## src/rtl/tokbus_i2c.sv

```systemverilog
module tokbus_i2c (
  input  logic        clk,
  input  logic        rst_n,
  input  logic        reg_wr,
  input  logic [2:0]  reg_addr,
  input  logic [31:0] reg_wdata,
  output logic [31:0] reg_rdata,
  output logic        irq,
  output logic        scl_oe,
  output logic        sda_oe,
  input  logic        sda_in
);
  typedef enum logic [2:0] {S_IDLE, S_FETCH, S_START, S_BIT, S_STOP} st_t;
  localparam logic [3:0] T_START = 4'd1, T_AW = 4'd2, T_AR = 4'd3,
                         T_DATA = 4'd4, T_LAST = 4'd5, T_STOP = 4'd6;

  st_t         st;
  logic        go, ack_ign, err, rx, ack_out, rctx, nack, fail, sda_drv;
  logic [11:0] div, qcnt;
  logic [7:0]  tgt, sh;
  logic [63:0] tok, wd, rd;
  logic [4:0]  tidx;
  logic [2:0]  wptr, rptr;
  logic [1:0]  q;
  logic [3:0]  bcnt;

  logic        busy, cond_phase;
  wire         ctl_wr = reg_wr && (reg_addr == 3'd0);
  wire         launch = ctl_wr && reg_wdata[0] && !go;
  wire         abort  = ctl_wr && !reg_wdata[0] && busy;
  wire  [11:0] divm1  = (div == 12'd0) ? 12'd0 : div - 12'd1;
  wire         tick   = (qcnt == divm1);
  wire  [3:0]  tk     = tok[{tidx[3:0], 2'b00} +: 4];
  wire  [7:0]  wbyte  = wd[{wptr, 3'b000} +: 8];

  assign busy       = (st != S_IDLE);
  assign cond_phase = (st == S_START) || (st == S_STOP);
  assign scl_oe     = (st == S_START || st == S_BIT || st == S_STOP) && !q[1];
  assign sda_oe     = sda_drv;

  always_comb begin
    case (reg_addr)
      3'd0:    reg_rdata = {2'b00, div[11:10], 6'b0, div[9:0], 8'b0, err, busy, ack_ign, go};
      3'd1:    reg_rdata = {24'b0, tgt};
      3'd2:    reg_rdata = tok[31:0];
      3'd3:    reg_rdata = tok[63:32];
      3'd4:    reg_rdata = wd[31:0];
      3'd5:    reg_rdata = wd[63:32];
      3'd6:    reg_rdata = rd[31:0];
      default: reg_rdata = rd[63:32];
    endcase
  end

  always_ff @(posedge clk or negedge rst_n) begin
    if (!rst_n) begin
      st <= S_IDLE; go <= 1'b0; ack_ign <= 1'b0; err <= 1'b0; irq <= 1'b0;
      rx <= 1'b0; ack_out <= 1'b0; rctx <= 1'b0; nack <= 1'b0; fail <= 1'b0;
      sda_drv <= 1'b0; div <= '0; qcnt <= '0; tgt <= '0; sh <= '0;
      tok <= '0; wd <= '0; rd <= '0; tidx <= '0; wptr <= '0; rptr <= '0;
      q <= '0; bcnt <= '0;
    end else begin
      irq <= 1'b0;
      if (reg_wr) begin
        case (reg_addr)
          3'd0: begin
            go <= reg_wdata[0]; ack_ign <= reg_wdata[1];
            div <= {reg_wdata[29:28], reg_wdata[21:12]};
          end
          3'd1: tgt <= reg_wdata[7:0];
          3'd2: tok[31:0] <= reg_wdata;
          3'd3: tok[63:32] <= reg_wdata;
          3'd4: wd[31:0] <= reg_wdata;
          3'd5: wd[63:32] <= reg_wdata;
          default: ;
        endcase
      end
      if (launch) begin
        st <= S_FETCH; tidx <= '0; wptr <= '0; rptr <= '0;
        rctx <= 1'b0; err <= 1'b0; fail <= 1'b0; sda_drv <= 1'b0;
      end else if (abort) begin
        st <= S_IDLE; sda_drv <= 1'b0; irq <= 1'b1;
      end else if (st == S_FETCH) begin
        qcnt <= '0; q <= '0; bcnt <= '0; tidx <= tidx + 5'd1;
        if (tidx[4]) begin
          st <= S_IDLE; irq <= 1'b1;
        end else begin
          case (tk)
            T_START: st <= S_START;
            T_AW, T_AR: begin
              sh <= {tgt[7:1], tk[0]}; rx <= 1'b0; rctx <= tk[0]; st <= S_BIT;
            end
            T_DATA: begin
              rx <= rctx; ack_out <= 1'b1; st <= S_BIT;
              if (!rctx) begin sh <= wbyte; wptr <= wptr + 3'd1; end
            end
            T_LAST: begin rx <= 1'b1; ack_out <= 1'b0; st <= S_BIT; end
            T_STOP: st <= S_STOP;
            default: begin st <= S_IDLE; irq <= 1'b1; end
          endcase
        end
      end else if (st != S_IDLE) begin
        if (tick) begin qcnt <= '0; q <= q + 2'd1; end
        else qcnt <= qcnt + 12'd1;
        if (tick) begin
          case (st)
            S_START: begin
              if (q == 2'd0) sda_drv <= 1'b0;
              if (q == 2'd2) sda_drv <= 1'b1;
              if (q == 2'd3) st <= S_FETCH;
            end
            S_STOP: begin
              if (q == 2'd0) sda_drv <= 1'b1;
              if (q == 2'd2) sda_drv <= 1'b0;
              if (q == 2'd3) begin
                if (fail) begin st <= S_IDLE; irq <= 1'b1; end
                else st <= S_FETCH;
              end
            end
            default: begin
              if (q == 2'd0)
                sda_drv <= (bcnt == 4'd8) ? (rx && ack_out) : (!rx && !sh[7]);
              if (q == 2'd2) begin
                if (bcnt == 4'd8) nack <= sda_in;
                else if (rx) sh <= {sh[6:0], sda_in};
              end
              if (q == 2'd3) begin
                if (bcnt != 4'd8) begin
                  bcnt <= bcnt + 4'd1;
                  if (!rx) sh <= {sh[6:0], 1'b0};
                end else if (rx) begin
                  rd[{rptr, 3'b000} +: 8] <= sh; rptr <= rptr + 3'd1; st <= S_FETCH;
                end else if (nack && !ack_ign) begin
                  err <= 1'b1; fail <= 1'b1; st <= S_STOP;
                end else st <= S_FETCH;
              end
            end
          endcase
        end
      end
    end
  end
endmodule

```

## config.mk

```make
export PLATFORM = sky130hd
export DESIGN_NAME = tokbus_i2c
export DESIGN_NICKNAME = d
export VERILOG_FILES = /design/src/rtl/tokbus_i2c.sv
export SDC_FILE = /design/constraint.sdc
export NUM_CORES = 1
export LEC_CHECK = 0
export BUFFER_PORTS_ARGS = -buffer_cell sky130_fd_sc_hd__buf_4
export CAP_MARGIN = 20
export CORE_MARGIN = 1
export CORE_UTILIZATION = 36
export CTS_CLUSTER_DIAMETER = 60
export CTS_CLUSTER_SIZE = 12
export DETAILED_ROUTE_END_ITERATION = 16
export HOLD_SLACK_MARGIN = 0.08
export PLACE_DENSITY_LB_ADDON = 0.15
export SYNTH_ARGS = -nofsm -noshare
export SYNTH_HDL_FRONTEND = slang
export SYNTH_SLANG_ARGS = --single-unit
```

## constraint.sdc

```tcl
create_clock -name clk -period 7 [get_ports clk]
set_clock_uncertainty 0.1 [all_clocks]
set_input_delay 0.35 -clock clk [delete_from_list [all_inputs] [get_ports clk]]
set_output_delay 0.35 -clock clk [all_outputs]
set_load 0.05 [all_outputs]
```

== Word level (Yosys, flattened, before mapping) ==
Index checks and enable logic that the tools add are counted.

* Bits in registers: 261
* Output and inout bits: 35

* Add/sub/neg operators: 8
* Eq/ne operators: 36
* Shift operators: 4
* Muxes and demuxes: 100
* Bitwise gates (word level): 6
* Reduce and logical (&&, ||, !) cells: 66

{| class="wikitable"
|+ Operator list
! operator !! number
|-
| case mux 32 bit (7 select lines) || 1
|-
| 2-to-1 mux 8 bit || 12
|-
| 2-to-1 mux 3 bit || 27
|-
| bitwise mux 64 bit || 1
|-
| variable shift 8 x 8 -> 64 bit, first input constant || 1
|-
| indexed part select 64 x 7 -> 4 bit || 1
|-
| indexed part select 64 x 7 -> 8 bit || 1
|-
| indexed part select 8 x 8 -> 64 bit || 1
|-
| 2-to-1 mux 12 bit || 4
|-
| 2-to-1 mux 1 bit || 37
|-
| nonzero test 2 bit || 13
|-
| 2-to-1 mux 4 bit || 6
|-
| AND reduction 8 bit || 3
|-
| AND reduction 9 bit || 2
|-
| case mux 8 bit (2 select lines) || 1
|-
| 2-to-1 mux 5 bit || 3
|-
| AND reduction 5 bit || 3
|-
| AND reduction 2 bit || 7
|-
| adder 12 x 1 -> 12 bit, second input constant || 1
|-
| equality test 12 bit || 1
|-
| equality test 3 x 2 -> 1 bit, second input constant || 4
|-
| equality test 3 bit, second input constant || 4
|-
| equality test 4 x 3 -> 1 bit, second input constant || 3
|-
| zero test 12 bit || 1
|-
| other kinds (39) || 82
|}

== Depth between registers and ports, before layout ==
* Depth after elaboration: 12
* Mapped depth: 13
* Mapped depth without buffers: 10

== Least setup slack after synthesis ==
OpenSTA, ideal clock, no wires.

* Kind: flip-flop to flip-flop
* Start: register div[0]
* End: register rd[10]
* Library setup time: 0.125 ns
* Arrival: 3.274 ns
* Required time: 6.775 ns
* Slack: 3.501 ns
* Cell stages (with the launch flop): 14
* Path buffers: 3
* Period minus slack after synthesis: 3.499 ns
* Cells stage by stage: dfrtp_1 inv_1 ha_1 nor3b_1 clkbuf_1 o311a_1 o221ai_1 nor4b_2 o2111a_1 buf_6 nand3_4 or4_4 buf_6 mux2_4

* Cells in the longest elaborated chain, start to end: 4
* Elaborated cells on any way between the ends: 5
* Classes of those cells: add/sub: 1; eq/ne: 1; mux: 1; reduce/logical: 2

{| class="wikitable"
|+ RTL lines
! what !! RTL line !! text
|-
| start, declared || 19 || <nowiki>logic [11:0] div, qcnt;</nowiki>
|-
| start signal, assigned || 67 || <nowiki>div <= {reg_wdata[29:28], reg_wdata[21:12]};</nowiki>
|-
| subtractor 12 x 1 -> 12 bit or zero test 12 bit (tied branches) || 31 || <nowiki>wire [11:0] divm1 = (div == 12'd0) ? 12'd0 : div - 12'd1;</nowiki>
|-
| 2-to-1 mux 12 bit (*) || 31 ||
|-
| equality test 12 bit (*) || 32 || <nowiki>wire tick = (qcnt == divm1);</nowiki>
|-
| AND reduction 9 bit (no source line) (*) || n/a ||
|-
| end signal, assigned || 59 || <nowiki>tok <= '0; wd <= '0; rd <= '0; tidx <= '0; wptr <= '0; rptr <= '0;</nowiki>
|-
| end signal, assigned by index || 131 || <nowiki>rd[{rptr, 3'b000} +: 8] <= sh; rptr <= rptr + 3'd1; st <= S_FETCH;</nowiki>
|-
| end, declared || 21 || <nowiki>logic [63:0] tok, wd, rd;</nowiki>
|}

Every way passes the cells marked *; elsewhere a longest branch is shown, timed or not.
A chain may end at the register's enable or synchronous reset.

== Worst setup path after layout ==
* Start: register div[2]
* End: register rd[27]

Same word-level chain as after synthesis.

==> flow_summary.ini <==
[power]
irDropWorstVdd_mv = 0.178
leakage_nw = 7.24
powerDensity_nw_per_um2 = 340

[global_route]
grt_first_pass_wirelength_mm = 74.9
antenna_found_initial = 1
grt-ovfl-total = 0
overall_track_demand_over_capacity_in_global_routing = 0.247
grt_max_degree = 174
number_of_global_route_vias_before_repair = 10600

[synth]
synth.top_cells.by_count = sky130_fd_sc_hd__dfrtp_1 (261), sky130_fd_sc_hd__mux2_2 (182), sky130_fd_sc_hd__nor2_1 (90), sky130_fd_sc_hd__nand2_1 (67), sky130_fd_sc_hd__mux2_4 (64)
synth_seq_area_share = 0.450
yosysTopAreaCellShare = 0.450
syn_area_um2 = 14500
synth.yosys.warnings = 0
synthCells = 1238
synth_edf_count = 0
netlist.top_cell.by_area = sky130_fd_sc_hd__dfrtp_1
synth.avg_cell_area_um2 = 11.7
postSynth.asyncResetShare = 1.00
ys.flop_type = sky130_fd_sc_hd__dfrtp_1
synth_cell_types = 73
yosys.cell_count.top_type = sky130_fd_sc_hd__dfrtp_1
synth.ff_latch_count = 261
syn-num-nets = 1289
yosys-top-cells-area = sky130_fd_sc_hd__dfrtp_1 (45%), sky130_fd_sc_hd__mux2_2 (14%), sky130_fd_sc_hd__mux2_4 (6.6%), sky130_fd_sc_hd__mux4_2 (4.3%), sky130_fd_sc_hd__mux2i_1 (3.4%)

[final_layout]
synthToLayoutAreaGrowth_pct = 15.9
fin_cells = 1847
layout_filler_cell_count = 3786
layout.nets = 1356
layout-drive-gt1-share = 0.333
insertedDiodeCount = 0

[worst_setup_path]
r2r_setup_slack_ns = 2.72
reg2reg_launch_point = div[2]$_DFFE_PN0P_
crit_path_cell_trace = nor4_1 > o211ai_1 > a311oi_1 > nor4b_2 > o2111a_1 > nand3_4 > nor4_4 > mux2_4
critPathLaunchType = flop
r2r-end = rd[27]$_DFFE_PN0P_
critPathMaxFanout = 10
setup.worst_path.start = div[2]$_DFFE_PN0P_
data_required_time_of_the_worst_path_ns = 7.36
timing.critical_path.to_type = flop
crit_path_top_delay_cell = sky130_fd_sc_hd__nor4_4
critical-path-max-stage-delay_ns = 0.84
worst-setup-path-type = reg2reg
r2r_cells = 8
crit_arrival_ns = 4.64

[job]
cap_viol_max_count = 0

[route]
route.detailed.wl_per_inst_um = 27.4
route.vias.total = 10900
drc = 0
drt_pre_antenna_iters = 5
post_route_ant_nets = 0
post_drt_via_cell_ratio = 5.89
drt_first_iter_violations = 1017
detail_route.wirelength_mm = 50.6

[clock_network]
cts_tree = yes
clkTransAtPathRegs_ns = 0.06
insertion_delay_ns = 0.58
cts_htree_levels = 1
cts_hold_buf = 34
max_clock_buf_depth = 3
clock_sinks = 261
cells_resized_by_post_cts_repair = 0
post-cts-setup-buffers = 0
clock-root-buffer = sky130_fd_sc_hd__clkbuf_16
tritoncts.num_buffers = 30

[outcome]
status = finished clean

[floorplanning]
core_um2 = 39700
starting_density = 0.365
die-area_um2 = 41100
io_pins = 74
placementRows = 73
die_w_um = 203
fp.dieH_um = 203

[timing]
clock.fmax_mhz = 234
rsz0062_at_grt = no
final_critical_path_setup_slack_ns = 2.72
final.period_utilization = 0.611
hold_viol_final = 0
sum_of_negative_setup_slack_ns = 0
worst_pin_slew_ns = 1.14
post-route-min-period_ns = 4.28
final_setup_viols = 0
drv_slew = 0
tightest_slew_margin_relative_to_the_limit = 0.241

[place]
dp.final_hpwl_mm = 35.1
place.port_buffers = 73
placement.setup.worst_slack_ns = 2.77
dpl_cells = 1763
place_congestion = 0.912

[hold_path]
hold_class = in2async
## worst max-delay path: cells and delay by family, from the launching register on
| family | cells | cell delay (ns) |
|---|---|---|
| DFF | 1 | 0.50 |
| and+or+nand+nor | 4 | 2.17 |
| AOI/OAI and AO/OA | 3 | 1.02 |
| muxes | 1 | 0.36 |
## worst max-delay path by stage
stage	slack, ns	to
finish	2.72	rd[27]$_DFFE_PN0P_
global route	2.44	rd[25]$_DFFE_PN0P_
CTS	2.74	rd[29]$_DFFE_PN0P_
detailed placement	2.77	rd[29]$_DFFE_PN0P_
global placement	2.77	rd[31]$_DFFE_PN0P_
floorplan	3.50	rd[10]$_DFFE_PN0P_
## final cells by class
cell class | instances | area, µm² | share of cell area
clock buffer | 37 | 817 | 0.0486
clock inverter | 12 | 140 | 0.00833
inverter | 25 | 93.8 | 0.00558
multi-input combinational | 860 | 7510 | 0.446
sequential | 261 | 6530 | 0.388
tap | 525 | 657 | 0.0390
timing repair buffer | 127 | 1080 | 0.0641
## state kept, by name (all words and copies together), names as in the netlist, 4 cells and up
register  cells
tidx          5
bcnt          4
sh            8
wd           64
tok          64
div          12
rd           64
tgt           8
qcnt         12
## layout by cell type, fill, tap and decap left out, types with 9 or more instances in the layout
| cell type | instances |
|---|---|
| sky130_fd_sc_hd__dfrtp_1 | 261 |
| sky130_fd_sc_hd__mux2_2 | 182 |
| sky130_fd_sc_hd__buf_4 | 90 |
| sky130_fd_sc_hd__nor2_1 | 89 |
| sky130_fd_sc_hd__nand2_1 | 67 |
| sky130_fd_sc_hd__mux2_4 | 64 |
| sky130_fd_sc_hd__o21ai_0 | 59 |
| sky130_fd_sc_hd__mux2i_1 | 49 |
| sky130_fd_sc_hd__a21oi_1 | 44 |
| sky130_fd_sc_hd__dlygate4sd3_1 | 34 |
| sky130_fd_sc_hd__clkbuf_16 | 30 |
| sky130_fd_sc_hd__mux4_2 | 28 |
| sky130_fd_sc_hd__inv_1 | 25 |
| sky130_fd_sc_hd__nand3_1 | 22 |
| sky130_fd_sc_hd__a221oi_1 | 21 |
| sky130_fd_sc_hd__nor3_1 | 15 |
| sky130_fd_sc_hd__o22ai_1 | 13 |
| sky130_fd_sc_hd__a22oi_1 | 12 |
| sky130_fd_sc_hd__a22o_1 | 12 |
| sky130_fd_sc_hd__a31oi_1 | 12 |
| sky130_fd_sc_hd__xnor2_1 | 12 |
| sky130_fd_sc_hd__ha_1 | 12 |
| sky130_fd_sc_hd__or3_1 | 9 |
## cell families (layout without fill, tap and decap cells)
group,Yosys count,count (layout),synth area share
muxes,323,323,0.285
and+or+nand+nor,273,273,0.0995
DFF,261,261,0.450
AOI/OAI and AO/OA,232,232,0.109
buffers and inverters,117,201,0.0346
xor gates and xnor gates,20,20,0.0121
adders and majority gates,12,12,0.0103
## per-stage QoR
stage,hold WS [ns],cell area [µm²],total power [W],utilization
2_1_floorplan,-0.0456,14500,0.00338,-
3_3_place_gp,0.345,15500,0.00412,0.390
3_5_place_dp,0.350,15500,0.00413,0.390
4_1_cts,0.289,16800,0.00573,0.423
5_1_grt,0.337,16800,0.00596,0.424
6_report,0.305,16800,0.00572,0.424
## routing by layer
layer  GRT usage  vias up  part of all wire
li1            -     4764                 -
met1       0.370     5658              0.47
met2       0.369      391              0.44
met3      0.0424       58             0.069
met4      0.0553        0             0.019
met5           0        -                 0
## where the power goes
group	switching, W	leakage, nW	internal (W)
registers	0.000455	3.32	0.00177
clock network	0.000671	0.468	0.000898
logic	0.00110	3.45	0.000824
Power figures use the tool's default switching activity.
